===== src/rtl/buzz_pkg.sv =====
package buzz_pkg;
   localparam int BYTE_W      = 8;
   localparam int CFG_RUN_BIT = 0;
   localparam int CFG_MOD_BIT = 1;

   typedef struct packed {
      logic mod_on;
      logic run_on;
   } buzz_cfg_t;
endpackage


===== src/rtl/buzz_regs.sv =====
module buzz_regs
   import buzz_pkg::*;
#(
   parameter int DIV_W  = 16,
   parameter int ADDR_W = 2
) (
   input  logic              clk,
   input  logic              rst_n,
   input  logic              wr_en,
   input  logic [ADDR_W-1:0] wr_addr,
   input  logic [BYTE_W-1:0] wr_data,
   output logic [DIV_W-1:0]  live_val,
   output logic [DIV_W-BYTE_W-1:0] shadow_val,
   output logic              live_zero,
   output buzz_cfg_t         cfg_q
);
   localparam int NBYTES   = DIV_W / BYTE_W;
   localparam int TOP_IDX  = NBYTES - 1;
   localparam int LOW_W    = DIV_W - BYTE_W;
   localparam logic [ADDR_W-1:0] TOP_ADDR = ADDR_W'(TOP_IDX);
   localparam logic [ADDR_W-1:0] CFG_ADDR = ADDR_W'(NBYTES);

   logic [LOW_W-1:0] shadow_q;
   logic [DIV_W-1:0] live_q;

   // holding bytes: one register slice per lower byte
   for (genvar k = 0; k < TOP_IDX; k++) begin : g_hold
      localparam logic [ADDR_W-1:0] MY_ADDR = ADDR_W'(k);
      always_ff @(posedge clk or negedge rst_n) begin
         if (!rst_n) begin
            shadow_q[k*BYTE_W +: BYTE_W] <= '0;
         end else if (wr_en && (wr_addr == MY_ADDR)) begin
            shadow_q[k*BYTE_W +: BYTE_W] <= wr_data;
         end
      end
   end

   // atomic commit on top byte write
   always_ff @(posedge clk or negedge rst_n) begin
      if (!rst_n) begin
         live_q <= '0;
      end else if (wr_en && (wr_addr == TOP_ADDR)) begin
         live_q <= {wr_data, shadow_q};
      end
   end

   always_ff @(posedge clk or negedge rst_n) begin
      if (!rst_n) begin
         cfg_q <= '0;
      end else if (wr_en && (wr_addr == CFG_ADDR)) begin
         cfg_q.run_on <= wr_data[CFG_RUN_BIT];
         cfg_q.mod_on <= wr_data[CFG_MOD_BIT];
      end
   end

   assign live_val   = live_q;
   assign shadow_val = shadow_q;
   assign live_zero  = (live_q == '0);
endmodule


===== src/rtl/buzz_divider.sv =====
module buzz_divider #(
   parameter int DIV_W = 16
) (
   input  logic             clk,
   input  logic             rst_n,
   input  logic             tick_en,
   input  logic             run,
   input  logic             zero,
   input  logic [DIV_W-1:0] load_val,
   output logic             term
);
   logic [DIV_W-1:0] cnt_q;
   logic             at_end;

   assign at_end = (cnt_q == '0);
   assign term   = tick_en && run && !zero && at_end;

   always_ff @(posedge clk or negedge rst_n) begin
      if (!rst_n) begin
         cnt_q <= '0;
      end else if (zero) begin
         cnt_q <= '0;
      end else if (tick_en && run) begin
         if (at_end) begin
            cnt_q <= load_val;
         end else begin
            cnt_q <= cnt_q - 1'b1;
         end
      end
   end
endmodule


===== src/rtl/buzz_out_stage.sv =====
module buzz_out_stage #(
   parameter bit GATE_ACTIVE_HIGH = 1'b1
) (
   input  logic clk,
   input  logic rst_n,
   input  logic term,
   input  logic run,
   input  logic zero,
   input  logic mod_on,
   input  logic mod_gate,
   output logic phase_q,
   output logic bz_q
);
   logic gate_idle;
   logic phase_nxt;
   logic bz_nxt;

   if (GATE_ACTIVE_HIGH) begin : g_gate_hi
      assign gate_idle = !mod_gate;
   end else begin : g_gate_lo
      assign gate_idle = mod_gate;
   end

   always_comb begin
      if (zero) begin
         phase_nxt = 1'b1;
      end else if (term) begin
         phase_nxt = !phase_q;
      end else begin
         phase_nxt = phase_q;
      end
   end

   always_comb begin
      if (zero) begin
         bz_nxt = 1'b1;
      end else if (!run) begin
         bz_nxt = bz_q;
      end else if (mod_on && gate_idle) begin
         bz_nxt = 1'b1;
      end else begin
         bz_nxt = phase_nxt;
      end
   end

   always_ff @(posedge clk or negedge rst_n) begin
      if (!rst_n) begin
         phase_q <= 1'b1;
         bz_q    <= 1'b1;
      end else begin
         phase_q <= phase_nxt;
         bz_q    <= bz_nxt;
      end
   end
endmodule


===== src/rtl/buzz_tone_gen.sv =====
module buzz_tone_gen
   import buzz_pkg::*;
#(
   parameter int DIV_W            = 16,
   parameter int ADDR_W           = 2,
   parameter bit GATE_ACTIVE_HIGH = 1'b1
) (
   input  logic              clk,
   input  logic              rst_n,
   input  logic              tick_en,
   input  logic              wr_en,
   input  logic [ADDR_W-1:0] wr_addr,
   input  logic [7:0]        wr_data,
   input  logic              mod_gate,
   output logic              bz_out
);
   localparam int NBYTES = DIV_W / BYTE_W;

   if ((DIV_W % BYTE_W) != 0 || DIV_W < 2 * BYTE_W) begin : g_bad_width
      $error("DIV_W must be a whole number of bytes, at least two");
   end
   if ((1 << ADDR_W) < NBYTES + 1) begin : g_bad_addr
      $error("ADDR_W too narrow for the byte and configuration addresses");
   end

   logic [DIV_W-1:0]        live_val;
   logic [DIV_W-BYTE_W-1:0] shadow_val;
   logic                    live_zero;
   buzz_cfg_t               cfg_q;
   logic                    run_on;
   logic                    mod_on;
   logic                    term;
   logic                    phase_q;
   logic                    bz_q;

   buzz_regs #(.DIV_W(DIV_W), .ADDR_W(ADDR_W)) u_regs (
      .clk        (clk),
      .rst_n      (rst_n),
      .wr_en      (wr_en),
      .wr_addr    (wr_addr),
      .wr_data    (wr_data),
      .live_val   (live_val),
      .shadow_val (shadow_val),
      .live_zero  (live_zero),
      .cfg_q      (cfg_q)
   );

   assign run_on = cfg_q.run_on;
   assign mod_on = cfg_q.mod_on;

   buzz_divider #(.DIV_W(DIV_W)) u_div (
      .clk      (clk),
      .rst_n    (rst_n),
      .tick_en  (tick_en),
      .run      (run_on),
      .zero     (live_zero),
      .load_val (live_val),
      .term     (term)
   );

   buzz_out_stage #(.GATE_ACTIVE_HIGH(GATE_ACTIVE_HIGH)) u_out (
      .clk      (clk),
      .rst_n    (rst_n),
      .term     (term),
      .run      (run_on),
      .zero     (live_zero),
      .mod_on   (mod_on),
      .mod_gate (mod_gate),
      .phase_q  (phase_q),
      .bz_q     (bz_q)
   );

   assign bz_out = bz_q;
endmodule


===== config.mk =====
export PLATFORM = sky130hd
export DESIGN_NAME = buzz_tone_gen
export DESIGN_NICKNAME = d
export VERILOG_FILES = /design/src/rtl/buzz_pkg.sv /design/src/rtl/buzz_regs.sv /design/src/rtl/buzz_divider.sv /design/src/rtl/buzz_out_stage.sv /design/src/rtl/buzz_tone_gen.sv
export SDC_FILE = /design/constraint.sdc
export NUM_CORES = 1
export LEC_CHECK = 0
export ABC_AREA = 1
export BUFFER_PORTS_ARGS = -buffer_cell sky130_fd_sc_hd__buf_2
export CORE_AREA = 5 5 100 102
export CTS_BUF_LIST = sky130_fd_sc_hd__clkbuf_8
export CTS_CLUSTER_DIAMETER = 50
export DETAILED_ROUTE_END_ITERATION = 10
export DIE_AREA = 0 0 105 107
export PLACE_DENSITY = 0.48
export SYNTH_ARGS = -nofsm -noshare
export SYNTH_HDL_FRONTEND = slang
export SYNTH_SLANG_ARGS = --single-unit
export TNS_END_PERCENT = 100

===== constraint.sdc =====
create_clock -name clk -period 3.5 [get_ports clk]
set_input_delay 0.525 -clock clk [delete_from_list [all_inputs] [get_ports clk]]
set_output_delay 0.525 -clock clk [all_outputs]
set_load 0.01 [all_outputs]

==> flow_summary_export.csv <==
group,metric,value,unit
outcome,status,"completed",
global_route,grt_max_degree,45,
floorplan,boundaryPins,16,
setup_path,arrival,1980,ps
layout,final_nets,344,
global_route,grt_pass1_vias,1976,
synthesis,synth_most_common_cell,"nand2_1",
placed_design,hpwl,4240,um
sta,setup_ws,1710,ps
synthesis,syn-num-nets,328,
synthesis,yosysUniqueCellTypes,28,
power_and_ir_drop,clkPwrFrac,19.1,%
global_route,gr-total-overflow,0,
floorplan,die_w,105,um
layout,drive_above_1_share,20.7,%
synthesis,yosys-top-cells-count,"70 x nand2_1, 45 x nor2_1, 42 x dfrtp_1",
layout,area_growth,11.7,%
sta,rsz0062_at_grt,"false",
setup_path,cp-start-kind,"register",
placed_design,routabilityCongestion,0.823,
cts,cts_tree,"built",
setup_path,cp_max_fo,26,
sta,hold-worst-slack,383,ps
power_and_ir_drop,power_switching,914,uW
global_route,grt_usage,11.0,%
sta,relSlewSlack,32.7,%
cts,cts_root_buffer,"clkbuf_8",
power_and_ir_drop,p_total,2.11,mW
synthesis,synth_warnings,0,
synthesis,synthTopCellsByArea,"dfrtp_1 43%, nand2_1 11%, nor2_1 6.9%",
sta,drv_slew,0,
route,num_vias,1977,
floorplan,rows,35,
synthesis,synth-seq-cells,44,
cts,numCtsBuffers,5,
global_route,antenna_found_initial,0,
power_and_ir_drop,power.density,771,nW/um^2
setup_path,cp-end-kind,"register",
cts,htreeDepth,2,
sta,max_freq,560,MHz
sta,setup-violations-final,0,
floorplan,dieArea,11200,sq um
placed_design,pre_cts_ws,1630,ps
synthesis,ys_seq_area_share,45.0,%
cts,holdBufCountCts,0,
power_and_ir_drop,ir_worst_vdd,0.290,mV
synthesis,syn_avg_cell_area,7.88,sq um
route,dr.pass1.iters,4,
route,drc,0,
cts,post_cts_resized,0,
route,vias_per_cell,4.50,
synthesis,yosysTopAreaCell,"dfrtp_1",
synthesis,synth_edf_count,0,
cts,cts_sinks,44,
cts,clock_latency,300,ps
route,wl,5790,um
global_route,grt_pass1_wl,10100,um
power_and_ir_drop,p_comb_share,42.4,%
cts,post_cts_buffers,0,
setup_path,cp.required,3690,ps
sta,tightest_slew,1010,ps
synthesis,synth_cells,311,
layout,diodes,0,
sta,fin_crit_sh,51.0,%
route,detail-route-antenna-nets,0,
power_and_ir_drop,swShare,43.3,%
floorplan,start_util,27.2,%
sta,finalClockSkew,7.29,ps
layout,filler_cell_count,992,
power_and_ir_drop,p_int,1.20,mW
route,drt_iter0_markers,84,
floorplan,die_y,107,um
layout,fin_util,30.3,%
sta,min_period,1790,ps
synthesis,netlist_area,2450,sq um
cts,clk_pin_slew,90,ps
synthesis,synth_flop_cell,"dfrtp_1",
route,wire_per_inst,13.2,um
placed_design,io_buffers,15,
flow_run,drv_cap,0,
sta,hold_viol,0,
worst_hold_path,hp-class,"input pin to asynchronous set/reset pin",
sta,fin_tns_setup,0,ps
synthesis,async_reset_ff_share,100,%
synthesis,synth_top_area_share,42.9,%
floorplan,coreArea,9020,sq um
power_and_ir_drop,p_leak,1.40,nW
power_and_ir_drop,seqPwrFrac,38.5,%
cts,clockBufferDepth,2,
setup_path,crit_type,"register to register",
[power groups by stage]
stage / logic, mW / clock network (mW) / registers [mW]
after floorplan: 0.729 / 0 / 0.780
after global placement: 0.890 / 0 / 0.820
after detailed placement: 0.897 / 0 / 0.823
after CTS: 0.903 / 0.411 / 0.813
after global routing: 1.03 / 0.434 / 0.833
final: 0.894 / 0.403 / 0.814
[state kept, by name (all words and copies together) (netlist names)]
name	count
u_out.bz_q	1
u_regs.shadow_val	8
u_div.cnt_q	16
u_regs.live_val	16
u_out.phase_q	1
u_regs.cfg_q	2
[cells by family after synthesis]
group / share of synthesized area [%]
adders and majority gates: 1.02
muxes: 1.84
DFF: 45.0
xor gates and xnor gates: 0.357
AOI/OAI and AO/OA: 12.5
and+or+nand+nor: 32.3
buffers and inverters: 6.94
[cells in the final DEF (no fill, tap or decap), drive strengths merged]
| cell type | Yosys | layout |
|---|---|---|
| dfstp | 2 | 2 |
| xor2 | 1 | 1 |
| nor2 | 59 | 59 |
| or2 | 1 | 1 |
| clkinv | 1 | 2 |
| a21oi | 5 | 5 |
| ha | 2 | 2 |
| inv | 34 | 34 |
| o211ai | 6 | 6 |
| nand3 | 26 | 26 |
| nor3 | 3 | 3 |
| dfrtp | 42 | 42 |
| bufinv | 0 | 1 |
| o21ai | 39 | 39 |
| clkbuf | 3 | 5 |
| nand2 | 78 | 78 |
| mux2 | 4 | 4 |
| buf | 3 | 15 |
| nand4 | 2 | 2 |
| clkinvlp | 0 | 1 |
[per-layer routing]
layer | track usage (%) | wire length [um] | vias to the layer above
li1 | - | - | 1023
met4 | 2.92 | 70 | 0
met5 | 0 | 0 | -
met1 | 15.4 | 2950 | 910
met2 | 17.3 | 2590 | 38
met3 | 2.05 | 187 | 6
[cell type report]
class	count	area, sq um	area share, %
Sequential cell	44	1100	40.3
Clock inverter	3	42.5	1.55
Clock buffer	5	68.8	2.51
Timing Repair Buffer	15	75.1	2.74
Inverter	35	131	4.80
Tap cell	111	139	5.07
Multi-Input combinational cell	226	1180	43.0
[worst paths after layout]
path                                 start              endpoint  slack, ps  cells after the start
min                                  rst_n       u_div.cnt_q[13]        380                      1
max in group asynchronous            rst_n  u_regs.shadow_val[6]       2490                      1
max                         u_div.cnt_q[0]        u_div.cnt_q[9]       1710                      9
min reg2reg                u_regs.cfg_q[1]       u_regs.cfg_q[1]        490                      2
min in group clk                  mod_gate            u_out.bz_q        480                      4
max reg2reg                 u_div.cnt_q[0]        u_div.cnt_q[9]       1710                      9
[worst max-delay path: stages, from the launching register on]
cell	delay, ps
dfrtp_1	410
inv_1	150
ha_1	220
nand2_1	110
nor2_4	180
nand2_4	230
nor2_1	180
nor2_1	60
o21ai_1	60
o21ai_1	70
[metrics by stage]
stage | std cells | area, sq um
floorplan | 311 | 2450
global placement | 431 | 2630
detailed placement | 431 | 2630
CTS | 439 | 2740
global route | 439 | 2740
finish | 439 | 2740
No activity file was read; power rests on OpenSTA's default activity.
